## src/rtl/sclk_div_pkg.sv

```systemverilog
package sclk_div_pkg;

    localparam int PRESC_W = 8;
    localparam int LIN_W   = 4;
    localparam int EXP_W   = 3;
    localparam int DIV_W   = LIN_W + (1 << EXP_W) - 1;
    localparam int HALF_W  = DIV_W - 1;

    typedef enum logic {
        ENC_COMPACT = 1'b0,
        ENC_WIDE    = 1'b1
    } presc_enc_e;

    typedef struct packed {
        logic [HALF_W-1:0] lo_len;
        logic [HALF_W-1:0] hi_len;
    } half_split_t;

    // compact form: even divisors, low nibble is half the divisor
    function automatic logic [DIV_W-1:0] compact_divisor(input logic [PRESC_W-1:0] fld);
        logic [LIN_W-1:0] half;
        half = (fld[LIN_W-1:0] < LIN_W'(2)) ? LIN_W'(2) : fld[LIN_W-1:0];
        return DIV_W'({half, 1'b0});
    endfunction

    // wide form: linear factor shifted by a split exponent
    function automatic logic [DIV_W-1:0] wide_divisor(input logic [PRESC_W-1:0] fld);
        logic [LIN_W-1:0] lin;
        logic [EXP_W-1:0] expo;
        lin  = (fld[LIN_W-1:0] == '0) ? LIN_W'(1) : fld[LIN_W-1:0];
        expo = {fld[7], fld[6], fld[4]};
        return DIV_W'(lin) << expo;
    endfunction

endpackage

```

## src/rtl/presc_decode.sv

```systemverilog
module presc_decode
    import sclk_div_pkg::*;
#(
    parameter int FIELD_W = PRESC_W
) (
    input  presc_enc_e          enc,
    input  logic [FIELD_W-1:0]  field,
    output logic [DIV_W-1:0]    divisor
);
    logic [DIV_W-1:0] cand [2];

    generate
        for (genvar g = 0; g < 2; g++) begin : g_form
            if (g == 0) begin : g_compact
                assign cand[g] = compact_divisor(PRESC_W'(field));
            end else begin : g_wide
                assign cand[g] = wide_divisor(PRESC_W'(field));
            end
        end
    endgenerate

    assign divisor = (enc == ENC_WIDE) ? cand[1] : cand[0];
endmodule

```

## src/rtl/half_split.sv

```systemverilog
module half_split
    import sclk_div_pkg::*;
(
    input  logic [DIV_W-1:0] divisor,
    output half_split_t      halves
);
    logic [DIV_W-1:0] d_eff;
    logic [DIV_W-1:0] lo_full;

    always_comb begin
        d_eff          = (divisor < DIV_W'(2)) ? DIV_W'(2) : divisor;
        lo_full        = d_eff >> 1;
        halves.lo_len  = HALF_W'(lo_full);
        halves.hi_len  = HALF_W'(d_eff - lo_full);
    end
endmodule

```

## src/rtl/sclk_timer.sv

```systemverilog
module sclk_timer
    import sclk_div_pkg::*;
(
    input  logic              clk,
    input  logic              rst,
    input  logic              run,
    input  logic              word_bound,
    input  logic [DIV_W-1:0]  fresh_div,
    input  half_split_t       fresh_halves,
    output logic              toggle_stb,
    output logic              phase_hi,
    output logic [DIV_W-1:0]  div_held,
    output logic [HALF_W-1:0] cnt_now
);
    logic [DIV_W-1:0]  div_q;
    logic [HALF_W-1:0] cnt_q;
    logic              phase_q;
    half_split_t       held_halves;

    half_split u_held_split (
        .divisor (div_q),
        .halves  (held_halves)
    );

    assign toggle_stb = run && (cnt_q == '0);
    assign phase_hi   = phase_q;
    assign div_held   = div_q;
    assign cnt_now    = cnt_q;

    always_ff @(posedge clk) begin
        if (rst) begin
            div_q   <= DIV_W'(4);
            cnt_q   <= HALF_W'(1);
            phase_q <= 1'b0;
        end else if (!run) begin
            div_q   <= fresh_div;
            cnt_q   <= fresh_halves.lo_len - HALF_W'(1);
            phase_q <= 1'b0;
        end else if (cnt_q == '0) begin
            if (!phase_q) begin
                phase_q <= 1'b1;
                cnt_q   <= held_halves.hi_len - HALF_W'(1);
            end else begin
                phase_q <= 1'b0;
                if (word_bound) begin
                    div_q <= fresh_div;
                    cnt_q <= fresh_halves.lo_len - HALF_W'(1);
                end else begin
                    cnt_q <= held_halves.lo_len - HALF_W'(1);
                end
            end
        end else begin
            cnt_q <= cnt_q - HALF_W'(1);
        end
    end
endmodule

```

## src/rtl/sclk_divider.sv

```systemverilog
module sclk_divider
    import sclk_div_pkg::*;
(
    input  logic               clk,
    input  logic               rst,
    input  logic               enc_sel,
    input  logic [PRESC_W-1:0] presc_field,
    input  logic               run,
    input  logic               word_bound,
    output logic               toggle_stb,
    output logic               sclk_phase
);
    presc_enc_e        enc;
    logic [DIV_W-1:0]  fresh_div;
    half_split_t       fresh_halves;
    logic [DIV_W-1:0]  div_held;
    logic [HALF_W-1:0] cnt_now;

    assign enc = presc_enc_e'(enc_sel);

    presc_decode #(.FIELD_W(PRESC_W)) u_decode (
        .enc     (enc),
        .field   (presc_field),
        .divisor (fresh_div)
    );

    half_split u_fresh_split (
        .divisor (fresh_div),
        .halves  (fresh_halves)
    );

    sclk_timer u_timer (
        .clk          (clk),
        .rst          (rst),
        .run          (run),
        .word_bound   (word_bound),
        .fresh_div    (fresh_div),
        .fresh_halves (fresh_halves),
        .toggle_stb   (toggle_stb),
        .phase_hi     (sclk_phase),
        .div_held     (div_held),
        .cnt_now      (cnt_now)
    );
endmodule

```

## config.mk

```make
export PLATFORM = sky130hd
export DESIGN_NAME = sclk_divider
export DESIGN_NICKNAME = d
export VERILOG_FILES = /design/src/rtl/sclk_div_pkg.sv /design/src/rtl/presc_decode.sv /design/src/rtl/half_split.sv /design/src/rtl/sclk_timer.sv /design/src/rtl/sclk_divider.sv
export SDC_FILE = /design/constraint.sdc
export NUM_CORES = 1
export LEC_CHECK = 0
export BUFFER_PORTS_ARGS = -buffer_cell sky130_fd_sc_hd__buf_2
export CAP_MARGIN = 0
export CORE_ASPECT_RATIO = 0.75
export CORE_MARGIN = 5
export CORE_UTILIZATION = 65
export DETAILED_ROUTE_END_ITERATION = 16
export PLACE_DENSITY = 0.93
export SLEW_MARGIN = 10
export SYNTH_ARGS = -nofsm -noshare
export SYNTH_HDL_FRONTEND = slang
export SYNTH_SLANG_ARGS = --single-unit
```

## constraint.sdc

```tcl
create_clock -name clk -period 4.6 [get_ports clk]
set_input_delay 0.92 -clock clk [delete_from_list [all_inputs] [get_ports clk]]
set_output_delay 0.92 -clock clk [all_outputs]
set_load 0.01 [all_outputs]
```

# Word-level counts from Yosys, hierarchy flattened
# Index checks and enable logic that the tools add are counted.
# word_totals
register_bits	22
input_bits	13
out_inout_bits	2
word_cells	35
# classes
addsub	5
order_cmp	3
eq_ne	3
n_shift	1
mux	14
bitwise_logic	1
n_reduce_logical	5
# ops
cell	count
2-to-1 mux 11 bit	7
2-to-1 mux 10 bit	4
subtractor 10 x 1 -> 10 bit (second input constant)	4
less-than comparator 11 x 2 -> 1 bit (second input constant)	2
<< shifter 4 x 3 -> 11 bit	1
zero test 10 bit	1
subtractor 10 bit	1
2-to-1 mux 4 bit	2
!= test 2 x 1 -> 1 bit (second input constant)	3
zero test 4 bit	1
less-than comparator 4 x 2 -> 1 bit (second input constant)	1
AND reduction 3 bit	1
OR reduction 2 bit	1
logical AND 1 bit	1
2-to-1 mux 1 bit	1
inverter 1 bit	1

# Longest topological paths before layout
# Gate-level depths: netlist of run 1.
# logic_depth
depth_word	11
depth_mapped	15
mapped_depth_nobuf	15

# Cells and area by module
# A second synthesis of run 1 with hierarchy kept.
# hier_totals
cells_unflattened	412
area_unflattened_um2	3076.7
# modules_own_cells
module	n_inst	cells_each	area_each_um2	seq_area_each_um2
sclk_timer	1	208	1685.4	440.4
half_split at u_fresh_split	1	80	529.3	0.0
half_split at u_timer.u_held_split	1	75	513.0	0.0
presc_decode	1	49	349.1	0.0

# Least setup slack after synthesis of run 1
# No wires, ideal clock.
# synth_path
kind	input to register
start	in presc_field[2]
end	reg u_timer.cnt_q[8], in the netlist u_timer.cnt_now[8]
arrival_time_ns	3.070
required_time_ns	4.483
slack_ns	1.413
stages	13
n_path_buf	1
cell_sequence	buf_2 -> or4b_1 -> nand2_2 -> a31oi_4 -> and2_1 -> nand2_1 -> nor2_1 -> nor2_1 -> ha_1 -> nand2_1 -> nor4_1 -> xor2_1 -> a32o_1
# synth_between
elab_chain_len	11
# synth_rtl
element	line_no	rtl
from (decl)	sclk_divider.sv:7	input logic [PRESC_W-1:0] presc_field,
zero test 4 bit	sclk_div_pkg.sv:30	lin = (fld[LIN_W-1:0] == '0) ? LIN_W'(1) : fld[LIN_W-1:0];
2-to-1 mux 4 bit	sclk_div_pkg.sv:30	
<< shifter 4 x 3 -> 11 bit	sclk_div_pkg.sv:32	return DIV_W'(lin) << expo;
2-to-1 mux 11 bit (*)	presc_decode.sv:22	assign divisor = (enc == ENC_WIDE) ? cand[1] : cand[0];
less-than comparator 11 x 2 -> 1 bit	half_split.sv:11	d_eff = (divisor < DIV_W'(2)) ? DIV_W'(2) : divisor;
2-to-1 mux 11 bit (*)	half_split.sv:11	
subtractor 10 x 1 -> 10 bit (*)	sclk_timer.sv:37, sclk_timer.sv:47	
2-to-1 mux 10 bit	sclk_timer.sv:45	if (word_bound) begin
2-to-1 mux 10 bit	sclk_timer.sv:40	if (!phase_q) begin
2-to-1 mux 10 bit	sclk_timer.sv:39	end else if (cnt_q == '0) begin
2-to-1 mux 10 bit (*)	sclk_timer.sv:35	end else if (!run) begin
to (signal assigned)	sclk_timer.sv:37	cnt_q <= fresh_halves.lo_len - HALF_W'(1);
to (signal assigned)	sclk_timer.sv:42	cnt_q <= held_halves.hi_len - HALF_W'(1);
to (signal assigned)	sclk_timer.sv:47	cnt_q <= fresh_halves.lo_len - HALF_W'(1);
to (decl)	sclk_timer.sv:16	logic [HALF_W-1:0] cnt_q;
# Mark *: on every way between the ends. The rest lies on a longest branch, timed or not.
# A chain may end at the register's enable or synchronous reset.

# Final worst setup path of run 1
# layout_path
start	reg u_timer.div_q[10], in the netlist u_timer.div_held[10]
end	reg u_timer.cnt_q[9], in the netlist u_timer.cnt_now[9]
# layout_between
elab_chain_len	7
# layout_rtl
element	line_no	rtl
from (decl)	sclk_timer.sv:15	logic [DIV_W-1:0] div_q;
from (signal assigned)	sclk_timer.sv:36	div_q <= fresh_div;
from (signal assigned)	sclk_timer.sv:46	div_q <= fresh_div;
less-than comparator 11 x 2 -> 1 bit	half_split.sv:11	
2-to-1 mux 11 bit (*)	half_split.sv:11	
subtractor 10 bit or subtractor 10 x 1 -> 10 bit (tied branches)	half_split.sv:14, sclk_timer.sv:49	
subtractor 10 x 1 -> 10 bit or 2-to-1 mux 10 bit (tied branches)	sclk_timer.sv:42, sclk_timer.sv:45	
2-to-1 mux 10 bit (*)	sclk_timer.sv:40	
2-to-1 mux 10 bit (*)	sclk_timer.sv:39	
2-to-1 mux 10 bit (*)	sclk_timer.sv:35	
# Marked as above.

==> summary.md, run 1 <==
| Metric | Value |
|---|---|
| Status | `completed` |
| Hold_ws | `0.467 ns` |
| Cell with the most instances after synthesis | `nor2_1` |
| Postcts setup bufs | `0` |
| Area growth, synth to finish | `2.49%` |
| Synth top area cells | `dfxtp_1 (18%), ha_1 (11%), xnor2_1 (6.1%), nor2_1 (5.6%), a21oi_1 (5.3%)` |
| Sequential share of the synthesized area | `17.9%` |
| Net count after synthesis | `368` |
| DRC errors left | `0` |
| HPWL Detailed | `4620 µm` |
| Nets | `363` |
| Static Leak | `0.994 nW` |
| Die Span X | `81.0 µm` |
| Clock sink count | `22` |
| Max Fclk | `279 MHz` |
| YS warnings | `0` |
| GRT Residual Overflow | `0` |
| Worst path max stage delay | `0.57 ns` |
| Cell Rows | `19` |
| CP arrival | `3.72 ns` |
| Place WS | `1.07 ns` |
| Share of flip-flops with an asynchronous set or reset | `0%` |
| Dominant cell type by area after synthesis | `dfxtp_1` |
| Largest net degree at the start of global routing | `20` |
| Final hold vios | `0` |
| Iter 0 DRT Violations | `301` |
| Rel. slew slack | `59.5%` |
| H-tree depth | `1` |
| Placer Congestion | `1.00` |
| Layout cell share with drive strength beyond 1 | `10.8%` |
| Num CTS Buffers | `3` |
| Die H | `63.3 µm` |
| RSZ-0062 raised after global routing | `no` |
| Critical Path RT | `4.74 ns` |
| CTS Hold Bufs | `0` |
| # setup viols final | `0` |
| DR vias/cell | `6.36` |
| Clk Tree Root Cell | `clkbuf_8` |
| CP Capture Type | `flip-flop` |
| Max Slew Vio Count | `0` |
| Syn_area_per_cell | `7.41 µm²` |
| Crit-path cells | `inv_1 -> ha_1 -> nor4b_1 -> nand2_1 -> o21ai_0 -> ha_1 -> or4_2 -> o221ai_2 -> xor2_1 -> nor3_1 -> or4_1` |
| Synth top area share | `17.9%` |
| Setup TNS | `0 ns` |
| Crit Path Max Fanout | `3` |
| Synth cell types | `67` |
| Vias | `2396` |
| Die area | `5130 µm²` |
| Slew @ Worst Pin | `0.604 ns` |
| Setup CP Type | `flip-flop to flip-flop` |
| Synth top cells by count | `nor2_1 (37), nand2_1 (27), a21oi_1 (26)` |
| Post-CTS resize count | `0` |
| PD cells | `245 nW/µm²` |
| Antenna cell count | `0` |
| Period utilization | `77.8%` |
| First-pass GRT wire length | `10000 µm` |
| DRT Pass-1 Iters | `5` |
| IO Pins | `15` |
| Most used DFF post-synth | `dfxtp_1` |
| ANT nets after route | `0` |
| Max-Cap Viols | `0` |
| Core area | `3660 µm²` |
| Sequential Area | `440 µm²` |
| Number of synthesized flops with an enable pin | `0` |
| Yosys reg bits | `22` |
| Clk buf depth | `2` |
| Worst-Skew Late Latency | `0.26 ns` |
| Antenna violations before repair | `0` |
| Clock slew at reported path FFs | `0.07 ns` |
| IO buf count | `13` |
| CTS tree | `done` |
| # fillers | `315` |
| Vias in the first global route | `2058` |
| CP dominant cell by count | `ha_1` |
| Routed wire per std cell | `15.8 µm` |
| Fin crit period | `3.58 ns` |
| Cells after synthesis | `332` |
| Mapped cell area | `2460 µm²` |
| Final std cells w/o fill | `377` |
| Skew final | `0.00175 ns` |
| Worst IR drop on VDD | `0.000147 V` |
| GRT Total Usage | `24.4%` |
| Post-route setup slack | `1.02 ns` |
| Critical path's slowest cell | `or4_2` |
| Initial Util | `67.2%` |
| Footprint of the multi-input gates | `1810 µm²` |
| Startpoint types | `flip-flop` |
| Placed Cells | `374` |
| Detailed Route WL | `5970 µm` |
| Hold crit path type | `flip-flop to flip-flop` |
[placed cells by master, fill, tap and decap left out, drive strengths merged, types with 2 or more instances in the layout]
cell type	instances
nor2	37
nand2	29
a21oi	26
inv	23
ha	22
dfxtp	22
xnor2	17
o21ai	17
buf	14
nor3	9
nor2b	8
a31oi	8
xor2	7
nand3	6
nor4	5
nand2b	5
and3	4
a211oi	4
a221oi	4
and2	3
o21bai	3
o21a	3
o211ai	3
o22ai	3
clkbuf	3
or4	3
nor4b	2
mux2i	2
or3	2
a32o	2
o31ai	2
mux2	2
o221ai	2
[report_power, final]
part	internal [mW]	switching, mW
Combinational	0.116	0.159
Sequential	0.207	0.0184
Clock	0.0585	0.0599
[path summary, 6_finish.rpt]
path | start | end | slack, ns | depth (start not counted)
hold reg to reg | u_timer.div_held[0] | u_timer.div_held[0] | 0.47 | 2
setup reg to reg | u_timer.div_held[10] | u_timer.cnt_now[9] | 1.02 | 11
setup / recovery | u_timer.div_held[10] | u_timer.cnt_now[9] | 1.02 | 11
hold / removal | u_timer.div_held[0] | u_timer.div_held[0] | 0.47 | 2
[metrics by stage]
stage / total power [mW] / area (µm²) / util (%)
final: 0.618 / 2520 / 68.8
after CTS: 0.614 / 2520 / 68.8
after detailed placement: 0.497 / 2480 / 67.7
after floorplan: 0.446 / 2460 / -
after global routing: 0.660 / 2520 / 68.8
after global placement: 0.490 / 2480 / 67.7
[critical path: cells and delay by family, from the launching register on]
kind | cells | cell delay, ns
fa+ha+maj | 2 | 0.48
xor+xnor | 1 | 0.24
compound gates | 2 | 0.59
simple gates | 5 | 1.76
buf+inv | 1 | 0.06
flops | 1 | 0.33
[sequential cells by signal (all words and copies together), names as in the netlist]
signal,cells
u_timer.div_held,11
u_timer.cnt_now,10
u_timer.phase_hi,1
[per-layer routing]
layer	up-vias	wire, µm	global-route usage, %
met2	111	2530	35.7
li1	1168	-	-
met5	-	0	0
met4	0	59	3.59
met1	1103	2860	37.4
met3	14	512	4.56
[logic make-up after synthesis]
group	after synthesis	synth area share (%)
AOI/OAI and AO/OA	92	26.3
and+or+nand+nor	120	25.0
buffers and inverters	47	8.29
adders and majority gates	23	12.0
xor gates and xnor gates	24	8.55
muxes	4	1.88
DFF	22	17.9
[area by class of cell]
cell class	count	share of cell area, %
multi-input combinational	263	72.0
tap	52	2.58
timing repair buffer	14	2.88
sequential	22	17.5
clock buffer	3	1.64
inverter	23	3.43
Power figures use the tool's default switching activity.
==> run 2: changes to the inputs <==
--- a/config.mk
+++ b/config.mk
@@ -9,9 +9,9 @@
 export CAP_MARGIN = 0
 export CORE_ASPECT_RATIO = 0.75
 export CORE_MARGIN = 5
-export CORE_UTILIZATION = 65
+export CORE_UTILIZATION = 62
 export DETAILED_ROUTE_END_ITERATION = 16
-export PLACE_DENSITY = 0.93
+export PLACE_DENSITY = 0.9
 export SLEW_MARGIN = 10
 export SYNTH_ARGS = -nofsm -noshare
 export SYNTH_HDL_FRONTEND = slang
==> constraint.sdc (replaced) <==
create_clock -name clk -period 3.5 [get_ports clk]
set_input_delay 0.7 -clock clk [delete_from_list [all_inputs] [get_ports clk]]
set_output_delay 0.7 -clock clk [all_outputs]
set_load 0.01 [all_outputs]
==> summary.md, run 2 (synthesis results as in run 1) <==
| Metric | Value |
|---|---|
| ANT nets after route | `0 (unchanged)` |
| # fillers | `301 (-4.4%)` |
| Commonest non-fill, non-tap cell in the layout | `nor2_1` |
| Routed wire per std cell | `16.5 µm (+4.1%)` |
| # setup viols final | `0 (unchanged)` |
| Final std cells w/o fill | `387 (+2.7%)` |
| Die H | `64.5 µm (+2.0%)` |
| IO Pins | `15 (unchanged)` |
| Critical Path RT | `3.65 ns (-1.09 ns)` |
| Most frequent cells in the layout | `nor2_1 (36), nand2_1 (27), a21oi_1 (26), inv_1 (23)` |
| Slew @ Worst Pin | `0.684 ns (+0.0801 ns)` |
| Max Fclk | `301 MHz (+7.8%)` |
| Place WS | `0.000714 ns (-1.07 ns)` |
| Vias in the first global route | `2251 (+9.4%)` |
| Status | `completed` |
| IO buf count | `13 (unchanged)` |
| Gr busiest metal | `met2` |
| Buf/Inv on CP | `2 (+1)` |
| Detailed Route WL | `6380 µm (+6.8%)` |
| Hold_ws | `0.476 ns (+0.00943 ns)` |
| Die Span X | `82.7 µm (+2.1%)` |
| GRT Residual Overflow | `0 (unchanged)` |
| Period utilization | `94.8% (+17 points)` |
| Core area | `3730 µm² (+1.9%)` |
| Startpoint types | `flip-flop` |
| DRC errors left | `0 (unchanged)` |
| Clock sink count | `22 (unchanged)` |
| Setup TNS | `0 ns (unchanged)` |
| Nets | `372 (+2.5%)` |
| Antenna cell count | `0 (unchanged)` |
| CTS Hold Bufs | `0 (unchanged)` |
| Largest net degree at the start of global routing | `20 (unchanged)` |
| Cell Rows | `19 (unchanged)` |
| Max-Cap Viols | `0 (unchanged)` |
| PD cells | `347 nW/µm² (+42%)` |
| M3 GR Usage | `4.71% (+0.15 points)` |
| Crit Path Max Fanout | `5 (+2)` |
| Placer Congestion | `0.932 (-7.0%)` |
| Clk Tree Root Cell | `clkbuf_8` |
| DR vias/cell | `6.32 (-0.55%)` |
| Worst path max stage delay | `0.54 ns (-0.03 ns)` |
| First-pass GRT wire length | `10700 µm (+6.3%)` |
| Hold crit path type | `flip-flop to flip-flop` |
| Layout cell share with drive strength beyond 1 | `14.0% (+3.3 points)` |
| Initial Util | `65.9% (-1.3 points)` |
| Vias | `2446 (+2.1%)` |
| Crit-path cells | `inv_1 -> ha_1 -> nor4b_2 -> and2_1 -> nor2_4 -> inv_1 -> ha_1 -> a21oi_1 -> or4_4 -> and3b_4 -> o221ai_2 -> xor2_1 -> nor3_1 -> or4_1` |
| Clk buf depth | `2 (unchanged)` |
| Met2 Use GR | `38.5% (+2.8 points)` |
| RSZ-0062 raised after global routing | `no` |
| Area growth, synth to finish | `7.02%` |
| Postcts setup bufs | `0 (unchanged)` |
| Post-route setup slack | `0.181 ns (-0.840 ns)` |
| R2R setup slack | `0.18 ns (-0.84 ns)` |
| Num CTS Buffers | `3 (unchanged)` |
| Critical path's slowest cell | `or4_1` |
| Worst IR drop on VDD | `0.000191 V (+30%)` |
| CP arrival | `3.47 ns (-0.25 ns)` |
| Die area | `5340 µm² (+4.2%)` |
| Placed Cells | `383 (+2.4%)` |
| Clock slew at reported path FFs | `0.09 ns (+0.02 ns)` |
| Rel. slew slack | `54.2% (-5.4 points)` |
| Iter 0 DRT Violations | `223 (-26%)` |
| HPWL Detailed | `4980 µm (+7.7%)` |
| Post-DP Area | `2550 µm² (+2.7%)` |
| Met1 usage in global routing | `37.9% (+0.58 points)` |
| H-tree depth | `1 (unchanged)` |
| DRT Pass-1 Iters | `5 (unchanged)` |
| Final hold vios | `0 (unchanged)` |
| CP delay by family, top | `simple AND/OR/NAND/NOR gates` |
| Max reg flops | `11 (unchanged)` |
| Max Slew Vio Count | `0 (unchanged)` |
| Static Leak | `1.06 nW (+6.3%)` |
| Antenna violations before repair | `0 (unchanged)` |
| Final instance area | `2630 µm² (+4.4%)` |
| CP Capture Type | `flip-flop` |
| CTS tree | `done` |
| GRT Total Usage | `25.5% (+1.1 points)` |
| Worst-Skew Late Latency | `0.27 ns (about the same)` |
| Fin crit period | `3.32 ns (-0.260 ns)` |
| Setup CP Type | `flip-flop to flip-flop` |
| Skew final | `0.00935 ns (+0.00760 ns)` |
## run 2: changes by cell type in the layout (fill, tap and decap cells not counted), sizes merged
cell    previous run  this run
bufinv             0         1
buf               14        23
## run 2: area by class of cell
type,instances,area (µm²),area share [%]
inverters,23,86.3,3.28
repair buffers,23,140,5.33
clock buffers,3,41.3,1.57
multi-input cells,263,1830,69.5
well taps,52,65.1,2.47
clock inverters,1,30.0,1.14
flip-flops and latches,22,440,16.7
## run 2: path summary, 6_finish.rpt
kind | from | end | cells after the start
worst max-delay path | u_timer.div_held[9] | u_timer.cnt_now[9] | 14
worst min-delay path | u_timer.div_held[0] | u_timer.div_held[0] | 2
worst max register to register | u_timer.div_held[9] | u_timer.cnt_now[9] | 14
worst min register to register | u_timer.div_held[0] | u_timer.div_held[0] | 2
## run 2: stage by stage
stage / util, % / total power [mW]
2_1_floorplan: - / 0.586
3_3_place_gp: 68.2 / 0.651
3_5_place_dp: 68.2 / 0.666
4_1_cts: 70.2 / 0.905
5_1_grt: 70.5 / 0.969
6_report: 70.5 / 0.914
## run 2: tightest hold or removal path, delay by kind of cell, from the launching register on
family / cells / cell delay (ns)
compound gates: 1 / 0.05
simple gates: 1 / 0.06
flops: 1 / 0.32
## run 2: timing repair
action | 4_1_cts | 5_1_grt
gates resized for setup | 1 | 2
pin swaps | 0 | 0
endpoints found under the setup margin | 1 | 1
## run 2: power by group
| part | internal, mW | switching, mW |
|---|---|---|
| logic | 0.160 | 0.222 |
| clock network | 0.153 | 0.0864 |
| registers | 0.272 | 0.0210 |
## run 2: layer usage
layer,up-vias,routed length [µm]
li1,1185,-
met1,1108,2900
met2,145,2770
met3,8,631
met4,0,69
met5,-,0
